[src/rtl/uart_rx_pkg.sv]
package uart_rx_pkg;
  localparam int ENTRY_W = 10;

  localparam logic [1:0] FMT_8N = 2'b00;
  localparam logic [1:0] FMT_7P = 2'b01;
  localparam logic [1:0] FMT_8P = 2'b10;

  typedef enum logic [2:0] {
    ST_IDLE,
    ST_START,
    ST_DATA,
    ST_STOP,
    ST_HOLD
  } rx_state_e;

  typedef struct packed {
    logic       frame_err;
    logic       par_err;
    logic [7:0] data;
  } rx_entry_t;
endpackage

[src/rtl/uart_rx_line_sel.sv]
module uart_rx_line_sel #(
  parameter int SYNC_STAGES = 2
) (
  input  logic clk,
  input  logic rst,
  input  logic rx_line,
  input  logic tx_loop,
  input  logic loop_en,
  output logic line_o
);
  logic                   raw;
  logic [SYNC_STAGES-1:0] sync_q;

  assign raw = loop_en ? tx_loop : rx_line;

  always_ff @(posedge clk) begin
    if (rst) sync_q <= '1;
    else     sync_q <= {sync_q[SYNC_STAGES-2:0], raw};
  end

  assign line_o = sync_q[SYNC_STAGES-1];
endmodule

[src/rtl/uart_rx_deframer.sv]
module uart_rx_deframer
  import uart_rx_pkg::*;
#(
  parameter int OVS = 16
) (
  input  logic       clk,
  input  logic       rst,
  input  logic       tick,
  input  logic       rx_en,
  input  logic       line,
  input  logic [1:0] fmt,
  input  logic       odd_par,
  output logic       push_o,
  output rx_entry_t  entry_o
);
  localparam int CW = $clog2(OVS);
  localparam logic [CW-1:0] MID  = CW'(OVS / 2 - 1);
  localparam logic [CW-1:0] LAST = CW'(OVS - 1);

  rx_state_e  st;
  logic [CW-1:0] cnt;
  logic [3:0] bitn;
  logic [3:0] nbits;
  logic [8:0] sh;
  logic [7:0] d_c;
  logic       pe_c;

  assign nbits = (fmt == FMT_8P) ? 4'd9 : 4'd8;

  always_comb begin
    case (fmt)
      FMT_8P: begin
        d_c  = sh[7:0];
        pe_c = (^sh[8:0]) ^ odd_par;
      end
      FMT_7P: begin
        d_c  = {1'b0, sh[7:1]};
        pe_c = (^sh[8:1]) ^ odd_par;
      end
      default: begin
        d_c  = sh[8:1];
        pe_c = 1'b0;
      end
    endcase
  end

  always_ff @(posedge clk) begin
    push_o <= 1'b0;
    if (rst) begin
      st      <= ST_IDLE;
      cnt     <= '0;
      bitn    <= '0;
      sh      <= '0;
      entry_o <= '0;
    end else if (!rx_en) begin
      st <= ST_IDLE;
    end else if (tick) begin
      case (st)
        ST_IDLE: begin
          if (!line) begin
            st  <= ST_START;
            cnt <= '0;
          end
        end
        ST_START: begin
          if (cnt == MID) begin
            cnt  <= '0;
            bitn <= '0;
            st   <= line ? ST_IDLE : ST_DATA;
          end else begin
            cnt <= cnt + CW'(1);
          end
        end
        ST_DATA: begin
          if (cnt == LAST) begin
            cnt  <= '0;
            sh   <= {line, sh[8:1]};
            bitn <= bitn + 4'd1;
            if (bitn == nbits - 4'd1) st <= ST_STOP;
          end else begin
            cnt <= cnt + CW'(1);
          end
        end
        ST_STOP: begin
          if (cnt == LAST) begin
            cnt               <= '0;
            push_o            <= 1'b1;
            entry_o.frame_err <= ~line;
            entry_o.par_err   <= pe_c;
            entry_o.data      <= d_c;
            st                <= line ? ST_IDLE : ST_HOLD;
          end else begin
            cnt <= cnt + CW'(1);
          end
        end
        ST_HOLD: begin
          if (line) st <= ST_IDLE;
        end
        default: st <= ST_IDLE;
      endcase
    end
  end

  // a disabled receiver delivers nothing
  p_rxen_idle_r9: assert property (@(posedge clk) disable iff (rst)
    !rx_en |=> !push_o);

  // entries only come out of the stop-bit check
  p_push_from_stop_r4: assert property (@(posedge clk) disable iff (rst)
    push_o |-> $past(st) == ST_STOP);

  // formats without parity never report a parity error
  p_nopar_clean_r3: assert property (@(posedge clk) disable iff (rst)
    push_o && ($past(fmt[1]) == $past(fmt[0])) |-> !entry_o.par_err);
endmodule

[src/rtl/uart_rx_queue.sv]
module uart_rx_queue #(
  parameter int W     = 10,
  parameter int DEPTH = 16
) (
  input  logic                       clk,
  input  logic                       rst,
  input  logic                       flush,
  input  logic                       push,
  input  logic [W-1:0]               din,
  input  logic                       pop,
  output logic [W-1:0]               dout,
  output logic                       dout_valid,
  output logic                       popped,
  output logic [$clog2(DEPTH):0]     count,
  output logic                       ovr
);
  localparam int AW = $clog2(DEPTH);
  localparam logic [AW:0] FULL_CNT = (AW + 1)'(DEPTH);

  logic [W-1:0]  mem [DEPTH];
  logic [AW-1:0] wp, rp;
  logic          do_push, is_full;

  assign is_full = (count == FULL_CNT);
  assign popped  = pop && (count != '0) && !flush;
  assign do_push = push && (!is_full || popped) && !flush;

  always_ff @(posedge clk) begin
    if (do_push) mem[wp] <= din;
  end

  always_ff @(posedge clk) begin
    if (popped) dout <= mem[rp];
  end

  always_ff @(posedge clk) begin
    if (rst || flush) begin
      wp         <= '0;
      rp         <= '0;
      count      <= '0;
      ovr        <= 1'b0;
      dout_valid <= 1'b0;
    end else begin
      dout_valid <= popped;
      if (do_push) wp <= wp + AW'(1);
      if (popped)  rp <= rp + AW'(1);
      if (do_push && !popped)      count <= count + (AW + 1)'(1);
      else if (popped && !do_push) count <= count - (AW + 1)'(1);
      if (popped)               ovr <= 1'b0;
      else if (push && !do_push) ovr <= 1'b1;
    end
  end

  // a full queue keeps its contents when a character arrives
  p_full_hold_r7: assert property (@(posedge clk) disable iff (rst)
    push && is_full && !pop && !flush |=> count == FULL_CNT);

  // the lost character raises the sticky flag
  p_ovr_set_r7: assert property (@(posedge clk) disable iff (rst)
    push && is_full && !pop && !flush |=> ovr);

  // an accepted read clears the flag
  p_ovr_clr_r7: assert property (@(posedge clk) disable iff (rst)
    pop && (count != '0) |=> !ovr);

  // reading an empty queue returns nothing
  p_pop_empty_r5: assert property (@(posedge clk) disable iff (rst)
    pop && (count == '0) |=> !dout_valid);
endmodule

[src/rtl/uart_rx_idle_timer.sv]
module uart_rx_idle_timer #(
  parameter int OVS       = 16,
  parameter int CHAR_BITS = 10,
  parameter int TMO_W     = 8
) (
  input  logic             clk,
  input  logic             rst,
  input  logic             tick,
  input  logic             restart,
  input  logic             empty,
  input  logic [TMO_W-1:0] limit,
  output logic             tmo_o
);
  localparam int CHAR_TICKS = OVS * CHAR_BITS;
  localparam int TW = $clog2(CHAR_TICKS);
  localparam logic [TW-1:0] TLAST = TW'(CHAR_TICKS - 1);

  logic [TW-1:0]  tcnt;
  logic [TMO_W-1:0] ccnt;
  logic [TMO_W:0] cnext;

  assign cnext = {1'b0, ccnt} + (TMO_W + 1)'(1);

  always_ff @(posedge clk) begin
    if (rst || restart || empty) begin
      tcnt  <= '0;
      ccnt  <= '0;
      tmo_o <= 1'b0;
    end else if (tick) begin
      if (tcnt == TLAST) begin
        tcnt <= '0;
        if (ccnt != '1) ccnt <= cnext[TMO_W-1:0];
        if ((limit != '0) && (cnext >= {1'b0, limit})) tmo_o <= 1'b1;
      end else begin
        tcnt <= tcnt + TW'(1);
      end
    end
  end

  // traffic or a flush drops the flag
  p_tmo_restart_r8: assert property (@(posedge clk) disable iff (rst)
    restart |=> !tmo_o);

  // an empty queue never times out
  p_tmo_empty_r8: assert property (@(posedge clk) disable iff (rst)
    empty |-> !tmo_o);
endmodule

[src/rtl/uart_rx_fifo.sv]
module uart_rx_fifo
  import uart_rx_pkg::*;
#(
  parameter int DEPTH       = 16,
  parameter int OVS         = 16,
  parameter int CHAR_BITS   = 10,
  parameter int TMO_W       = 8,
  parameter int SYNC_STAGES = 2
) (
  input  logic               clk,
  input  logic               rst,
  input  logic               tick16,
  input  logic               rx_line,
  input  logic               tx_loop,
  input  logic               loop_en,
  input  logic               rx_en,
  input  logic [1:0]         fmt,
  input  logic               odd_par,
  input  logic [TMO_W-1:0]   tmo_limit,
  input  logic               rx_flush,
  input  logic               rd_en,
  output logic [ENTRY_W-1:0] rd_data,
  output logic               rd_valid,
  output logic               rx_avail,
  output logic               half_full,
  output logic               fifo_full,
  output logic               overrun,
  output logic               idle_timeout
);
  localparam int AW = $clog2(DEPTH);
  localparam logic [AW:0] FULL_CNT = (AW + 1)'(DEPTH);
  localparam logic [AW:0] HALF_CNT = (AW + 1)'(DEPTH / 2);

  logic          line_s;
  logic          push;
  rx_entry_t     entry;
  logic          popped;
  logic [AW:0]   count;

  uart_rx_line_sel #(.SYNC_STAGES(SYNC_STAGES)) u_sel (
    .clk     (clk),
    .rst     (rst),
    .rx_line (rx_line),
    .tx_loop (tx_loop),
    .loop_en (loop_en),
    .line_o  (line_s)
  );

  uart_rx_deframer #(.OVS(OVS)) u_deframe (
    .clk     (clk),
    .rst     (rst),
    .tick    (tick16),
    .rx_en   (rx_en),
    .line    (line_s),
    .fmt     (fmt),
    .odd_par (odd_par),
    .push_o  (push),
    .entry_o (entry)
  );

  uart_rx_queue #(.W(ENTRY_W), .DEPTH(DEPTH)) u_queue (
    .clk        (clk),
    .rst        (rst),
    .flush      (rx_flush),
    .push       (push),
    .din        (entry),
    .pop        (rd_en),
    .dout       (rd_data),
    .dout_valid (rd_valid),
    .popped     (popped),
    .count      (count),
    .ovr        (overrun)
  );

  uart_rx_idle_timer #(.OVS(OVS), .CHAR_BITS(CHAR_BITS), .TMO_W(TMO_W)) u_timer (
    .clk     (clk),
    .rst     (rst),
    .tick    (tick16),
    .restart (push | popped | rx_flush),
    .empty   (count == '0),
    .limit   (tmo_limit),
    .tmo_o   (idle_timeout)
  );

  assign rx_avail  = (count != '0);
  assign half_full = (count >= HALF_CNT);
  assign fifo_full = (count == FULL_CNT);
endmodule

[config.mk]
export PLATFORM = sky130hd
export DESIGN_NAME = uart_rx_fifo
export DESIGN_NICKNAME = d
export VERILOG_FILES = /design/src/rtl/uart_rx_pkg.sv /design/src/rtl/uart_rx_line_sel.sv /design/src/rtl/uart_rx_deframer.sv /design/src/rtl/uart_rx_queue.sv /design/src/rtl/uart_rx_idle_timer.sv /design/src/rtl/uart_rx_fifo.sv
export SDC_FILE = /design/constraint.sdc
export NUM_CORES = 1
export LEC_CHECK = 0
export ABC_AREA = 1
export BUFFER_PORTS_ARGS = -buffer_cell sky130_fd_sc_hd__buf_2
export CORE_MARGIN = 4
export CORE_UTILIZATION = 50
export CTS_CLUSTER_SIZE = 25
export DETAILED_ROUTE_END_ITERATION = 10
export GPL_TIMING_DRIVEN = 1
export PLACE_DENSITY_LB_ADDON = 0.15
export SLEW_MARGIN = 10
export SYNTH_ARGS = -nofsm -noshare
export SYNTH_HDL_FRONTEND = slang
export SYNTH_SLANG_ARGS = --single-unit
[constraint.sdc]
create_clock -name clk -period 2.45 [get_ports clk]
set_input_delay 0.1225 -clock clk [delete_from_list [all_inputs] [get_ports clk]]
set_output_delay 0.1225 -clock clk [all_outputs]
set_load 0.005 [all_outputs]
Word-level counts from Yosys, hierarchy flattened
Memory sizes are Yosys's and may differ from the RTL's. A register that Yosys moved wholly into a read port is not among the register bits.
Index checks and enable logic that the tools add are counted.
Widths: inputs -> output; s select.
{ "classes": {"eq_ne": 18, "mux": 26, "bitwise_logic": 8, "addsub": 9, "reduce_logical": 36, "n_lt_le_gt_ge": 2} }
{ "ops": {"columns": ["op", "n"], "rows": [
  ["$mux 3", 7],
  ["$mux 4", 5],
  ["$add 4x1->4 const B", 4],
  ["$pmux 8 s2", 1],
  ["$pmux 3 s5", 1],
  ["$pmux 4 s3", 1],
  ["$reduce_and 4->1", 3],
  ["$mux 5", 2],
  ["$add 8x1->9 const B", 1],
  ["$ge 9x8->1", 1],
  ["$reduce_xor 9->1", 1],
  ["$add 8x1->8 const B", 1],
  ["$eq 8x8->1 const B", 1],
  ["$logic_and 1x1->1", 8],
  ["$mux 8", 1],
  ["$ne 2x1->1 const B", 4],
  ["$ne 8x8->1 const B", 1],
  ["$pmux 4 s2", 1],
  ["$reduce_bool 8->1", 1],
  ["$reduce_xor 8->1", 1],
  ["$reduce_and 7->1", 1],
  ["$eq 3x2->1 const B", 2],
  ["$reduce_and 3->1", 2],
  ["$reduce_or 2->1", 3],
  ["28 further kinds", 45]
]} }
{ "word_totals": {"mem_bits_rw": 160, "output_inout_bits": 16, "wordCells": 117, "n_memories": 1, "regBits": 65} }
{ "mem_list": {"columns": ["memory", "words", "word_bits", "rd", "rd_clocked_by_memory_dff", "wr", "line", "rtl"], "rows": [
  ["u_queue.mem", 16, 10, 1, 1, 1, "uart_rx_queue.sv:20", "logic [W-1:0] mem [DEPTH];"]
]} }

Longest topological paths before layout
{ "depth": {"depth_word": 10, "ltp_mapped": 16, "ltp_nobuf": 16} }

Hierarchy
A second synthesis with hierarchy kept.
{ "hier_totals": {"hier_cells": 1085, "area_unflattened_um2": 10681.5} }
{ "modules_own_cells": {"columns": ["mod", "cells_each", "seq_area_each_um2", "area_per_inst_um2", "n_inst"], "rows": [
  ["uart_rx_queue", 686, 5405.2, 7797.5, 1],
  ["uart_rx_deframer", 239, 620.6, 1707.9, 1],
  ["uart_rx_idle_timer", 141, 340.3, 1059.8, 1],
  ["uart_rx_line_sel", 8, 40.0, 66.3, 1],
  ["uart_rx_fifo", 11, 0.0, 50.0, 1]
]} }

Worst setup path before layout
OpenSTA, ideal clock, no wires.
{ "synth_path": {"path_kind": "register to register", "startpoint": "reg u_queue.count[0]", "endpoint": "reg u_queue.count[4]", "setup_time_ns": 0.119, "required_time_ns": 2.331, "setup_slack_ns": 0.150, "path_stages_with_launch": 17, "arrival_time_ns": 2.180, "path_cell_list": "dfxtp_1 nor2_2 nand3_1 nor2_2 nand2_1 nand2_1 nor2_4 ha_1 inv_1 ha_1 a21o_1 a21oi_1 nor2_1 nor2_1 nand2_1 o21ai_0 a21oi_1"} }
{ "synth_via": {"elab_cells_between_ends": 17, "classes_between": "2 x add/sub; 1 x eq/ne; 2 x mux; 12 x reduce/logical"} }
{ "synth_lines": {"columns": ["element", "line", "rtl"], "rows": [
  ["start, declared", "uart_rx_queue.sv:14", "output logic [$clog2(DEPTH):0] count,"],
  ["start signal, assigned", "uart_rx_queue.sv:47", "if (do_push && !popped) count <= count + (AW + 1)'(1);"],
  ["start signal, assigned", "uart_rx_queue.sv:48", "else if (popped && !do_push) count <= count - (AW + 1)'(1);"],
  ["$eq 5x5->1 *", null, null],
  ["via fifo_full", "uart_rx_fifo.sv:26", "output logic fifo_full,"],
  ["$logic_not 1->1 *", "uart_rx_queue.sv:26", "assign do_push = push && (!is_full || popped) && !flush;"],
  ["$logic_or 1x1->1 *", "uart_rx_queue.sv:26", null],
  ["$logic_and 1x1->1 * (2 in a row)", "uart_rx_queue.sv:26", null],
  ["via u_queue.do_push", "uart_rx_queue.sv:22", "logic do_push, is_full;"],
  ["$logic_not 1->1", "uart_rx_queue.sv:48", null],
  ["$logic_and 1x1->1", "uart_rx_queue.sv:48", null],
  ["$reduce_bool 2->1 (no line)", null, null]
]} }
The timed path passes the listed nets; every way through them passes the cells marked *. The select of a mux whose other input is x is not followed.
A chain may end at the register's enable or synchronous reset.

Worst setup path in the final report
{ "layout_path": {"startpoint": "reg u_queue.count[0]", "endpoint": "reg u_queue.count[4]"} }
{ "layout_via": {"elab_chain_cells": 9, "elab_cells_between_ends": 17, "classes_between": "2 x add/sub; 1 x eq/ne; 2 x mux; 12 x reduce/logical"} }
{ "layout_lines": {"columns": ["element", "line", "rtl"], "rows": [
  ["$reduce_bool 5->1", "uart_rx_queue.sv:25", "assign popped = pop && (count != '0) && !flush;"],
  ["$logic_and 1x1->1 (2 in a row)", "uart_rx_queue.sv:25", null],
  ["$logic_or 1x1->1 *", "uart_rx_queue.sv:26", null],
  ["$logic_and 1x1->1 * (2 in a row)", "uart_rx_queue.sv:26", null],
  ["via u_queue.do_push", "uart_rx_queue.sv:22", null],
  ["$logic_not 1->1", "uart_rx_queue.sv:48", null],
  ["$logic_and 1x1->1", "uart_rx_queue.sv:48", null],
  ["$reduce_bool 2->1 (no line)", null, null]
]} }
Marked as above.

==> impl_metrics.toml <==
[drt]
drtPass1Iterations = 5
wl_um = 20180
drt-met1-wl_um = 9621
drtIter0Drc = 455
avgRoutedWirePerCell_um = 16.05
met2_length_um = 9530
highest_layer = "met4"
antenna_left = 0
vias_per_cell = 5.304
vias = 6667
drc = 0
wl_met3_um = 675

[logic_synthesis]
synth_top_area_cell = "edfxtp_1"
async_flop_share_pct = 0
avgSynthCellArea_um2 = 11.18
netlist_top_cells_area = "edfxtp_1, dfxtp_1, nor2_1"
ys_warn_count = 0
syn-num-nets = 957
ys_seq_area_share_pct = 62.76
synth_edf_count = 170
syn-cell-area_um2 = 10210
synth_ff_type = "edfxtp_1"
yosys_register_bits = 235
synthCells = 913
synth_top_area_share_pct = 50.01
synth_cell_type_count = 50

[clock_network]
cts_tree = "built"
post_cts_buffers = 0
numCtsBuffers = 25
cts-root-buf = "clkbuf_16"
clk_pin_slew_ps = 60
insertion_delay_ps = 520
cts_max_level = 1
clkSinkCount = 235
clock_path_buffers = 3

[finish]
seq_area_um2 = 6415
fin_nets = 1012
final_cells = 1257
area_growth_pct = 15.03
fill_cells = 1696
layout-drive-gt1-share_pct = 15.20
multi_input_area_um2 = 3369
diodes = 0

[placement]
gp_congestion = 0.8133
place_hpwl_um = 12960
portBuffers = 35
dp.cells = 1207

[power_and_ir_drop]
combPwrFrac_pct = 1.5
p_leak_nw = 4.641
netSwitchingPower_mw = 1.577
p_per_area_nw_per_um2 = 695.3
pwr-share-seq_pct = 51.6
netSwitchingFraction_pct = 19.31
p_int_mw = 6.587
vdd_ir_drop_max_v = 0.0005428
clock_power_share_pct = 46.9

[global_routing]
grt_pass1_vias = 6441
gr-total-overflow = 0
grt_util_all_layers_pct = 18.17
antenna_found_initial = 0
grt_pass1_wl_um = 33240
grt_start_max_net_pins = 84

[sta]
fmax_mhz = 436.4
period_minus_slack_ps = 2291
worstMarginPinSlew_ps = 588.9
slew_viol_final = 0
skew_ps = 16.63
finalSetupViolCount = 0
finalHoldViolCount = 0
max_slew_margin_pct = 60.69
min_period_over_period_pct = 93.53
whs_ps = 13.55
tns_ps = 0

[critical_path]
r2r_start = "u_queue.count[0]"
critPathRequiredTime_ps = 2860
worst-endpoint-arrival_ps = 2700
end_kind = "flop"
startpoint = "u_queue.count[0]"
cp_max_fo = 4
worstSetupPathType = "flop to flop"
critPathLaunchType = "flop"

[die]
ioPinCount = 36
start_util_pct = 50.61
rows = 52
core_area_um2 = 20170
die-width_um = 150.9
die-area_um2 = 22760
die_h_um = 150.9

[run]
drv_cap = 0

[min_path]
min_path_type = "primary input to flop"
min_from = "tmo_limit[4]"

[run_status]
status = "finished, final reports clean"
-- final cells by class --
| cell class | count | area share (%) |
|---|---|---|
| Multi-Input combinational cell | 561 | 28.70 |
| Timing Repair Buffer | 69 | 4.071 |
| Inverter | 76 | 2.462 |
| Sequential cell | 235 | 54.64 |
| Tap cell | 270 | 2.877 |
| Clock buffer | 35 | 5.989 |
| Clock inverter | 11 | 1.268 |
-- power by group through the flow --
stage,combinational (mW),clock [mW],sequential [mW]
global route,0.136,4.08,4.21
floorplan,0.0717,0,4.30
global placement,0.113,0,4.30
finish,0.119,3.83,4.21
CTS,0.120,3.91,4.21
detailed placement,0.114,0,4.30
-- registers in the layout (all words and copies together), names as in the netlist, 3 cells and up --
signal	count
u_queue.dout	10
u_deframe.sh	9
u_deframe.entry_o	10
u_queue.count	5
u_queue.wp	4
u_deframe.bitn	4
u_deframe.cnt	4
u_queue.rp	4
u_timer.tcnt	8
u_timer.ccnt	8
u_deframe.st	3
u_queue.mem	160
-- per-layer routing --
metal / track usage (%) / vias to the layer above
li1: - / 3385
met1: 25.61 / 3147
met2: 30.21 / 110
met3: 2.513 / 25
met4: 4.034 / 0
met5: 0 / -
-- cell usage after synthesis, types with 23 or more instances --
master      n
ha_1       23
o21ai_0    69
o221ai_1   34
dfxtp_1    65
nor2_1    108
mux2i_1    34
edfxtp_1  170
nand2_1    93
inv_1      66
clkbuf_1   23
a21oi_1    45
nand3_1    52
-- metrics by stage --
stage          instance area [um2]  utilization (%)  worst slack, ps  power, mW
6_report                     11740            58.21            158.5      8.163
5_1_grt                      11740            58.21           -2.336      8.424
4_1_cts                      11710            58.06            21.04      8.242
3_5_place_dp                 10810            53.61           -3.891      4.412
3_3_place_gp                 10810            53.61            44.80      4.411
2_1_floorplan                10210                -            150.3      4.370
-- cells in the final DEF, fill, tap and decap left out, types with 5 or more instances in the layout --
master and count:
ha_1 22, xor2_1 12, o21ai_0 69, o211ai_1 7
dfxtp_1 60, clkbuf_1 6, nand4_1 8, o221ai_1 34
inv_2 11, nand2_1 93, mux2i_1 34, inv_1 63
o32ai_1 5, edfxtp_1 170, nand3_1 52, buf_2 35
a31oi_1 9, clkbuf_16 25, xnor2_1 8, nor2_1 108
a21oi_1 44, o21ai_1 6, nor2_2 10, buf_4 27
-- logic make-up after synthesis --
| family | Yosys count | share of synthesized area, % |
|---|---|---|
| buffers and inverters | 117 | 4.548 |
| multiplexers | 34 | 3.334 |
| XOR/XNOR | 21 | 1.802 |
| AND/OR/NAND/NOR | 293 | 13.18 |
| adder cells (fa/ha/maj) | 24 | 3.015 |
| flip-flops | 235 | 62.76 |
| AO/OA/AOI/OAI | 189 | 11.36 |
-- what timing repair did --
| item | CTS | global route |
|---|---|---|
| setup endpoints to repair | 2 | 3 |
| hold endpoints to repair | 4 | 0 |
| gates resized for setup | 1 | 12 |
| hold buffers | 4 | 0 |
-- final timing paths --
kind                                    endpoint  slack (ps)  cells after the start
worst min-delay path               u_timer.tmo_o          10                      5
worst min register to register   u_sel.sync_q[1]         410                      1
worst max-delay path            u_queue.count[4]         160                     16
worst max register to register  u_queue.count[4]         160                     16
-- worst max-delay path, stage by stage, from the launching register on --
cell and delay, ps:
dfxtp_2 350, nor2_4 150, nand3_1 100, nor2_2 100
nand2_1 50, nand2_1 110, nor2_4 40, ha_2 180
inv_2 100, ha_1 250, a21o_1 200, a21oi_2 140
nor2_1 50, nor2_1 80, nand2_1 70, o21ai_0 150
a21oi_1 50
(Power assumes the default switching activity.)
